$ cat src/rtl/pvst_pkg.sv
// Shared constants and types for the predicated contiguous store sequencer.
// Assumes: instruction field positions are fixed by the encoding and are not
// parameters.
package pvst_pkg;
    localparam logic [10:0] OPC_ELEM64  = 11'b11100101111;
    localparam logic [10:0] OPC_ELEM128 = 11'b11100101110;
    localparam logic [2:0]  FIXED_BITS  = 3'b010;
    localparam logic [4:0]  RM_RESERVED = 5'b11111;
    localparam logic [4:0]  REG_SP      = 5'd31;
    localparam int          DW_BYTES    = 8;

    typedef enum logic [1:0] {
        ST_IDLE = 2'd0,
        ST_RUN  = 2'd1,
        ST_FIN  = 2'd2
    } pvst_state_e;
endpackage

$ cat src/rtl/pvst_decode.sv
// Recognises the two element-size forms of the store word.
// Assumes: insn_hi holds instruction bits 31:13 and rn holds bits 9:5.
module pvst_decode
    import pvst_pkg::*;
(
    input  logic [18:0] insn_hi,
    input  logic [4:0]  rn,
    output logic        legal,
    output logic        q128,
    output logic        rn_is_sp
);
    logic [10:0] opc;
    logic [4:0]  rm;
    logic [2:0]  fixed;
    logic        hit64, hit128;

    // Split the upper fields and compare them with both forms.
    always_comb begin
        opc      = insn_hi[18:8];
        rm       = insn_hi[7:3];
        fixed    = insn_hi[2:0];
        hit64    = (opc == OPC_ELEM64);
        hit128   = (opc == OPC_ELEM128);
        legal    = (hit64 || hit128) && (fixed == FIXED_BITS) && (rm != RM_RESERVED);
        q128     = hit128;
        rn_is_sp = (rn == REG_SP);
    end
endmodule

$ cat src/rtl/pvst_any_active.sv
// Reports whether any element slot is active for the form being decoded.
// Assumes: a slot is NSLOT-th of the vector (64 bits); in the 128-bit form only
// even slots are element starts.
module pvst_any_active #(
    parameter int NSLOT = 4,
    localparam int PW = NSLOT * 8
) (
    input  logic [PW-1:0] pred,
    input  logic          q128,
    output logic          any
);
    logic [NSLOT-1:0] slot_bit;
    logic [NSLOT-1:0] even_mask;
    logic             unused_pred;

    for (genvar s = 0; s < NSLOT; s++) begin : g_slot
        assign slot_bit[s]  = pred[s*8];
        assign even_mask[s] = ((s % 2) == 0);
    end

    assign unused_pred = ^pred;

    // Pick the slot starts that belong to the decoded form.
    always_comb begin
        any = q128 ? |(slot_bit & even_mask) : |slot_bit;
    end
endmodule

$ cat src/rtl/pvst_slot_pick.sv
// Selects the predicate bit and low doubleword of the element at index idx.
// Assumes: idx never exceeds the last element of the latched form.
module pvst_slot_pick #(
    parameter int NSLOT = 4,
    localparam int VW = NSLOT * 64,
    localparam int PW = NSLOT * 8,
    localparam int IW = $clog2(NSLOT)
) (
    input  logic [VW-1:0] vec,
    input  logic [PW-1:0] pred,
    input  logic          q128,
    input  logic [IW-1:0] idx,
    output logic          active,
    output logic [63:0]   data,
    output logic          last
);
    logic [63:0]      slot_data [NSLOT];
    logic [NSLOT-1:0] slot_bit;
    logic [IW-1:0]    slot;
    logic             unused_pred;

    for (genvar s = 0; s < NSLOT; s++) begin : g_slot
        assign slot_data[s] = vec[s*64 +: 64];
        assign slot_bit[s]  = pred[s*8];
    end

    assign unused_pred = ^pred;

    // Map element index to 64-bit slot and detect the final element.
    always_comb begin
        slot   = q128 ? IW'(idx << 1) : idx;
        active = slot_bit[slot];
        data   = slot_data[slot];
        last   = q128 ? (idx == IW'(NSLOT/2 - 1)) : (idx == IW'(NSLOT - 1));
    end
endmodule

$ cat src/rtl/pvst_walker.sv
// Control state machine: starts a walk on acceptance, steps the element index
// and address, and pulses done with the completion flags.
// Assumes: slot_active/slot_last describe the element at idx.
module pvst_walker
    import pvst_pkg::*;
#(
    parameter int IW = 2
) (
    input  logic          clk,
    input  logic          rst_n,
    input  logic          accept,
    input  logic          legal,
    input  logic          fault_now,
    input  logic          any_active,
    input  logic [63:0]   start_addr,
    input  logic          slot_active,
    input  logic          slot_last,
    input  logic          wr_ready,
    output logic          idle,
    output logic [IW-1:0] idx,
    output logic [63:0]   addr,
    output logic          wr_valid,
    output logic          done,
    output logic          done_undef,
    output logic          done_fault
);
    pvst_state_e state;
    logic        undef_q, fault_q;
    logic        running, adv;

    // Derive handshake and step condition from the current state.
    always_comb begin
        running    = (state == ST_RUN);
        idle       = (state == ST_IDLE);
        wr_valid   = running && slot_active;
        adv        = running && (slot_active ? wr_ready : 1'b1);
        done       = (state == ST_FIN);
        done_undef = done && undef_q;
        done_fault = done && fault_q;
    end

    // State, element index and address registers.
    always_ff @(posedge clk) begin
        if (!rst_n) begin
            state   <= ST_IDLE;
            idx     <= '0;
            addr    <= '0;
            undef_q <= 1'b0;
            fault_q <= 1'b0;
        end else begin
            case (state)
                ST_IDLE: if (accept) begin
                    idx     <= '0;
                    addr    <= start_addr;
                    undef_q <= !legal;
                    fault_q <= legal && fault_now;
                    state   <= (!legal || fault_now || !any_active) ? ST_FIN : ST_RUN;
                end
                ST_RUN: if (adv) begin
                    idx  <= idx + IW'(1);
                    addr <= addr + 64'(DW_BYTES);
                    if (slot_last) state <= ST_FIN;
                end
                ST_FIN:  state <= ST_IDLE;
                default: state <= ST_IDLE;
            endcase
        end
    end


    done_pulse_chk: assert property (@(posedge clk) disable iff (!rst_n)
        done |=> !done);


    hold_addr_chk: assert property (@(posedge clk) disable iff (!rst_n)
        (wr_valid && !wr_ready) |=> (wr_valid && $stable(addr)));


    addr_step_chk: assert property (@(posedge clk) disable iff (!rst_n)
        (adv && !slot_last) |=> (addr == $past(addr) + 64'(DW_BYTES)));
endmodule

$ cat src/rtl/pvst_sequencer.sv
// Top of the predicated contiguous doubleword store sequencer. Decodes the
// word, checks the stack-pointer alignment, latches the operands and drives
// one write per active element.
// Assumes: VL is a multiple of 128 and at least 128; operands are valid with
// in_valid.
module pvst_sequencer
    import pvst_pkg::*;
#(
    parameter int VL = 256,
    parameter int SP_ALIGN_BITS = 4,
    localparam int PW = VL / 8
) (
    input  logic          clk,
    input  logic          rst_n,
    input  logic          in_valid,
    output logic          in_ready,
    input  logic [31:0]   insn,
    input  logic [63:0]   base_val,
    input  logic [63:0]   index_val,
    input  logic [VL-1:0] vec_val,
    input  logic [PW-1:0] pred_val,
    output logic          wr_valid,
    input  logic          wr_ready,
    output logic [63:0]   wr_addr,
    output logic [63:0]   wr_data,
    output logic          done,
    output logic          done_undef,
    output logic          done_fault
);
    localparam int NSLOT = VL / 64;
    localparam int IW    = $clog2(NSLOT);

    logic          dec_legal, dec_q128, dec_rn_sp;
    logic          in_any, accept, fault_now, idle;
    logic [63:0]   start_addr;
    logic [VL-1:0] vec_q;
    logic [PW-1:0] pred_q;
    logic          q128_q;
    logic [IW-1:0] idx;
    logic          slot_active, slot_last;
    logic          unused_fields;

    assign unused_fields = ^{insn[12:10], insn[4:0]};

    pvst_decode u_dec (
        .insn_hi  (insn[31:13]),
        .rn       (insn[9:5]),
        .legal    (dec_legal),
        .q128     (dec_q128),
        .rn_is_sp (dec_rn_sp)
    );

    pvst_any_active #(.NSLOT(NSLOT)) u_any (
        .pred (pred_val),
        .q128 (dec_q128),
        .any  (in_any)
    );

    // Acceptance, alignment fault and first address.
    always_comb begin
        in_ready   = idle;
        accept     = in_valid && idle;
        fault_now  = dec_rn_sp && in_any && (base_val[SP_ALIGN_BITS-1:0] != '0);
        start_addr = base_val + (index_val << 3);
    end

    // Latch the operands for the walk.
    always_ff @(posedge clk) begin
        if (!rst_n) begin
            vec_q  <= '0;
            pred_q <= '0;
            q128_q <= 1'b0;
        end else if (accept) begin
            vec_q  <= vec_val;
            pred_q <= pred_val;
            q128_q <= dec_q128;
        end
    end

    pvst_slot_pick #(.NSLOT(NSLOT)) u_pick (
        .vec    (vec_q),
        .pred   (pred_q),
        .q128   (q128_q),
        .idx    (idx),
        .active (slot_active),
        .data   (wr_data),
        .last   (slot_last)
    );

    pvst_walker #(.IW(IW)) u_walk (
        .clk         (clk),
        .rst_n       (rst_n),
        .accept      (accept),
        .legal       (dec_legal),
        .fault_now   (fault_now),
        .any_active  (in_any),
        .start_addr  (start_addr),
        .slot_active (slot_active),
        .slot_last   (slot_last),
        .wr_ready    (wr_ready),
        .idle        (idle),
        .idx         (idx),
        .addr        (wr_addr),
        .wr_valid    (wr_valid),
        .done        (done),
        .done_undef  (done_undef),
        .done_fault  (done_fault)
    );


    hold_data_chk: assert property (@(posedge clk) disable iff (!rst_n)
        (wr_valid && !wr_ready) |=> $stable(wr_data));


    early_end_chk: assert property (@(posedge clk) disable iff (!rst_n)
        (done && (done_undef || done_fault)) |-> $past(accept));


    busy_no_accept_chk: assert property (@(posedge clk) disable iff (!rst_n)
        (wr_valid || done) |-> !in_ready);
endmodule

$ cat config.mk
export PLATFORM = sky130hd
export DESIGN_NAME = pvst_sequencer
export DESIGN_NICKNAME = d
export VERILOG_FILES = /design/src/rtl/pvst_pkg.sv /design/src/rtl/pvst_decode.sv /design/src/rtl/pvst_any_active.sv /design/src/rtl/pvst_slot_pick.sv /design/src/rtl/pvst_walker.sv /design/src/rtl/pvst_sequencer.sv
export SDC_FILE = /design/constraint.sdc
export NUM_CORES = 1
export LEC_CHECK = 0
export BUFFER_PORTS_ARGS = -buffer_cell sky130_fd_sc_hd__buf_2
export CAP_MARGIN = 20
export CORE_MARGIN = 4
export CORE_UTILIZATION = 25
export CTS_CLUSTER_SIZE = 12
export DETAILED_ROUTE_END_ITERATION = 8
export PLACE_DENSITY = 0.43
export SLEW_MARGIN = 20
export SYNTH_ARGS = -nofsm -noshare
export SYNTH_HDL_FRONTEND = slang
export SYNTH_SLANG_ARGS = --single-unit
$ cat constraint.sdc
create_clock -name clk -period 3.79 [get_ports clk]
set_input_delay 0.1895 -clock clk [delete_from_list [all_inputs] [get_ports clk]]
set_output_delay 0.1895 -clock clk [all_outputs]
set_load 0.03 [all_outputs]
# Word-level counts from Yosys, hierarchy flattened
# Index checks and enable logic that the tools add are counted.
[totals]
regBits = 352
in_bits = 452
elab_cells = 69
[op_classes]
addsub = 3
n_lt_le_gt_ge = 2
n_eq_ne = 12
muxes = 20
n_bitwise = 1
reduce_logical = 23
[op_table]
columns = ["cell", "n"]
rows = [
  ["64-bit two-way mux", 4],
  ["64-bit binary-select mux with 2-bit select", 1],
  ["64-bit case mux with 2 select lines", 1],
  ["64-bit by 4-bit adder with 64-bit output, second input constant", 1],
  ["64-bit adder", 1],
  ["11-bit == test, second input constant", 2],
  ["2-bit two-way mux", 7],
  ["1-bit logical AND", 10],
  ["2-bit case mux with 2 select lines", 2],
  ["2-bit inequality test, second input constant", 3],
  ["3-bit AND reduction", 2],
  ["5-bit == test, second input constant", 1],
  ["5-bit inequality test, second input constant", 1],
  ["2-bit by 1-bit == test with 1-bit output, second input constant", 2],
  ["2-bit == test, second input constant", 2],
  ["1-bit two-way mux", 4],
  ["4-bit nonzero test", 1],
  ["4-bit OR reduction", 1],
  ["3-bit by 2-bit == test with 1-bit output, second input constant", 1],
  ["3-bit >= comparator, second input constant", 1],
  ["1-bit logical OR", 3],
  ["2-bit by 3-bit less-than comparator with 1-bit output, second input constant", 1],
  ["2-bit NOT with 3-bit output", 1],
  ["2-bit by 1-bit adder with 2-bit output, second input constant", 1],
  ["other kinds (6)", 7],
]

# Depth between registers and ports, before layout
[logic_depth]
depth_word = 10
depth_mapped = 11
mapped_depth_nobuf = 11

# By module
# Synthesis repeated with hierarchy kept, for this count alone.
[hier_totals]
cells_unflattened = 2599
hier_area_um2 = 20903.8
[modules_own_cells]
columns = ["mod", "n_inst", "cells_each", "area_each_um2"]
rows = [
  ["pvst_sequencer", 1, 1865, 14547.7],
  ["pvst_walker", 1, 638, 4633.2],
  ["pvst_slot_pick", 1, 83, 1634.1],
  ["pvst_decode", 1, 10, 76.3],
  ["pvst_any_active", 1, 3, 12.5],
]

# Worst setup path before layout
# No wires, ideal clock.
[synth_timing]
path_type = "register to register"
from = "reg u_walk.addr[3]"
to = "reg u_walk.addr[55]"
setup_ns = 0.122
arrival_time_ns = 2.514
t_required_ns = 3.668
setup_slack_ns = 1.155
path_stages_with_launch = 10
n_path_buf = 0
synth_period_minus_slack_ns = 2.635
cell_sequence = "dfxtp_1 ha_1 nand4_1 nor3_1 nand2_1 or3_1 nor2_1 o21ai_1 a22o_1 a221o_1"
[synth_via]
elab_chain_len = 3
[synth_lines]
columns = ["element", "line", "text"]
rows = [
  ["start, declared", "pvst_walker.sv:21", "output logic [63:0] addr,"],
  ["start signal, assigned", "pvst_walker.sv:54", "addr <= start_addr;"],
  ["start signal, assigned", "pvst_walker.sv:61", "addr <= addr + 64'(DW_BYTES);"],
  ["64-bit by 4-bit adder with 64-bit output", "pvst_walker.sv:61", ""],
  ["64-bit two-way mux", "pvst_walker.sv:59", "ST_RUN: if (adv) begin"],
  ["64-bit case mux with 2 select lines", "pvst_walker.sv:51", "case (state)"],
]
# No other way between the ends. The select of a mux whose other input is x is not followed.
# A chain may end at the register's enable or synchronous reset.

# Worst setup path in the final report
[layout_timing]
from = "reg u_walk.idx[0]"
to = "out wr_data[51]"
[layout_via]
elab_chain_len = 5
[layout_lines]
columns = ["element", "line", "text"]
rows = [
  ["start, declared", "pvst_walker.sv:20", "output logic [IW-1:0] idx,"],
  ["start signal, assigned", "pvst_walker.sv:60", "idx <= idx + IW'(1);"],
  ["2-bit two-way mux", "pvst_slot_pick.sv:31", "slot = q128 ? IW'(idx << 1) : idx;"],
  ["2-bit NOT with 3-bit output (implied by the code)", "pvst_slot_pick.sv:33", "data = slot_data[slot];"],
  ["64-bit binary-select mux with 2-bit select", "pvst_slot_pick.sv:33", ""],
  ["64-bit two-way mux (implied by the code) (2 in series)", "pvst_slot_pick.sv:33", ""],
  ["end, declared", "pvst_sequencer.sv:25", "output logic [63:0] wr_data,"],
]
# No other way between the ends. The select of a mux whose other input is x is not followed.

==> reports/metrics.yaml <==
die:
  die_x_microns: 280
  core_sq_um: 73200
  die_area_sq_um: 78500
  rows: 99
  io_pins: 585
  die_h_microns: 280
  initial_utilization_pct: 25.3
timing:
  setup_viol: 0
  worstMarginPinSlew_ns: 1.24
  drv_slew: 0
  rsz0062_at_grt: "no"
  timing.setup.tns_ns: 0
  final_hold_viol_count: 0
  final.min_clock_period_ns: 3.17
  skew_ns: 0.0167
  max_freq_mhz: 315
  finalCritPeriodShare_pct: 83.7
  slew_headroom_pct: 17.6
synthesis:
  ys_async_sr_fraction_pct: 0
  synth-xor-area-share_pct: 1.99
  syn_area_per_cell_sq_um: 7.76
  synthCells: 2385
  synth_top_family_by_area: "compound AO/OA/AOI/OAI gates"
  synthMuxAreaShare_pct: 8.24
  synthTopCellsByArea: "dfxtp_1 36%, nand2_1 13%, a21oi_1 11%"
  synthAdderAreaFrac_pct: 4.23
  ys_warn_count: 0
  synth-simple-area-share_pct: 22.4
  yosysTopAreaCell: "dfxtp_1"
  synth.distinct_cells: 92
  ys.flop_type: "dfxtp_1"
  syn_nets: 2899
  ys_ff_latch: 331
  synth_edf_count: 0
  synth-compound-area-share_pct: 23.1
  synth_area_sq_um: 18500
  yosysTopAreaCellShare_pct: 35.8
  synth_seq_area_share_pct: 35.8
cts:
  root_buffer: "clkbuf_16"
  clock_path_buffers: 3
  post-cts-setup-buffers: 0
  cts_hold_buffers: 264
  cts_resized: 0
  clk_latency_ns: 0.56
  cts_tree: "yes"
  path_clk_slew_ns: 0.06
  cts_buffers: 42
  h-tree-depth: 2
  cts_sinks: 331
grt:
  grt_pass1_vias: 20500
  grt.overflow.total: 0
  grt_max_degree: 221
  antenna_found_initial: 9
  grt_pass1_wl_microns: 118000
  grtUsageTotal_pct: 18.8
cells_and_area:
  drive_above_1_share_pct: 23.7
  final_cell_mix: "648 x nand2_1, 545 x buf_2, 421 x a21oi_1"
  final_common_cell: "nand2_1"
  seqCellArea_sq_um: 6630
  area_growth_pct: 41.3
  final_nets: 3611
  multi_input_area_sq_um: 11200
  fin_util_pct: 35.7
  fillers: 7687
worst_hold_path:
  min_to: "u_walk.fault_q$_SDFFE_PN0P_"
  hold_start: "in_valid"
  min_delay_path_depth: 3
  min_path_type: "primary input to flop"
worst_setup_path:
  arrival_ns: 2.98
  r2r-end: "u_walk.addr[55]$_SDFFE_PN0P_"
  critPathLaunch: "u_walk.idx[0]$_SDFFE_PN0P_"
  r2r_cells: 9
  crit_fanout: 17
  worstSetupPathType: "flop to output port"
  endpoint_kind: "output port"
  crit_required_ns: 3.60
  rrSetupSlack_ns: 0.70
  worstSetupStartpointType: "flop"
  r2r-start: "u_walk.addr[3]$_SDFFE_PN0P_"
power_and_ir_drop:
  irDropWorstVdd_uv: 324
  p_leak_nw: 10.9
  power_density_nw_per_um2: 391
placed_design:
  dp_hpwl_microns: 56800
  gp_congestion: 0.868
  io_buffers: 545
routing:
  routed_wl_microns: 78200
  dr.pass1.iters: 5
  drtAntennaViolNets: 0
  wl_per_cell_microns: 19.1
  drc: 0
  drt-initial-drc-count: 1224
  via_per_inst: 5.01
  vias: 20500
run_status:
  outcome: "finished clean"
run:
  maxCapViolations: 0
-- area by class of cell --
class / instances / area share [%]
Clock buffer: 62 / 4.61
Tap cell: 959 / 4.59
Antenna cell: 8 / 0.0765
Timing Repair Buffer: 839 / 21.8
Sequential cell: 331 / 25.3
Clock inverter: 12 / 0.612
Multi-Input combinational cell: 1861 / 42.6
Inverter: 22 / 0.344
-- worst max-delay path: stages, from the launching register on --
cell and delay (ns):
dfxtp_1 0.57, nor2b_4 0.80, buf_12 0.29, mux4_2 0.55, buf_2 0.21
-- routing by layer --
layer  vias up  track usage [%]  routed length (microns)
met3       137             2.90                     3940
met1      9841             24.1                    33700
met5         -                0                       24
met4         4             5.55                     2300
li1       9911                -                        -
met2       627             32.8                    38200
-- state kept, by name, indices dropped and copies added (netlist names) --
name / count
u_walk.undef_q: 1
pred_q: 4
u_walk.fault_q: 1
q128_q: 1
u_walk.state: 2
vec_q: 256
u_walk.addr: 64
u_walk.idx: 2
-- power by group --
| group | switching (mW) | internal (mW) |
|---|---|---|
| Sequential | 0.191 | 3.71 |
| Clock | 1.64 | 2.41 |
| Combinational | 1.33 | 0.936 |
| Total | 3.16 | 7.06 |
-- cell usage after synthesis (11+ instances only) --
library cell / n
o21ai_1: 11
nor2_1: 96
buf_2: 39
or3_1: 13
o21ai_0: 97
xnor2_1: 24
a31oi_1: 34
nand2_1: 649
o21bai_1: 14
and3_1: 22
a211oi_1: 11
xor2_1: 18
o21a_1: 15
a21oi_1: 422
ha_1: 61
mux4_2: 64
nor3_1: 26
dfxtp_1: 331
a21o_1: 37
nand4_1: 40
inv_1: 22
nand3_1: 50
clkbuf_1: 120
and4_1: 12
-- cells by family after synthesis --
family                     Yosys count
AOI/OAI and AO/OA                  724
muxes                               72
xor gates and xnor gates            42
and+or+nand+nor                    961
DFF                                331
buffers and inverters              193
adders and majority gates           62
-- through the flow --
step           setup WS, ns  cells  total power [mW]  hold WS, ns  area, sq um
3_3_place_gp          0.538   3748              6.00        0.430        22100
6_report              0.616   4094              10.2       0.0842        26200
2_1_floorplan          1.15   2385              5.24        0.325        18500
3_5_place_dp          0.472   3748              6.02        0.434        22100
5_1_grt               0.383   4090              10.7        0.101        26200
4_1_cts               0.456   4086              10.4       0.0203        26100
-- worst max path at each step --
| stage | slack [ns] | end |
|---|---|---|
| 6_report | 0.62 | wr_data[51] |
| 5_1_grt | 0.38 | wr_data[27] |
| 3_5_place_dp | 0.47 | u_walk.addr[57]$_SDFFE_PN0P_ |
| 4_1_cts | 0.46 | wr_data[27] |
| 2_1_floorplan | 1.15 | u_walk.addr[55]$_SDFFE_PN0P_ |
| 3_3_place_gp | 0.54 | u_walk.addr[57]$_SDFFE_PN0P_ |
No activity file was read; power rests on OpenSTA's default activity.
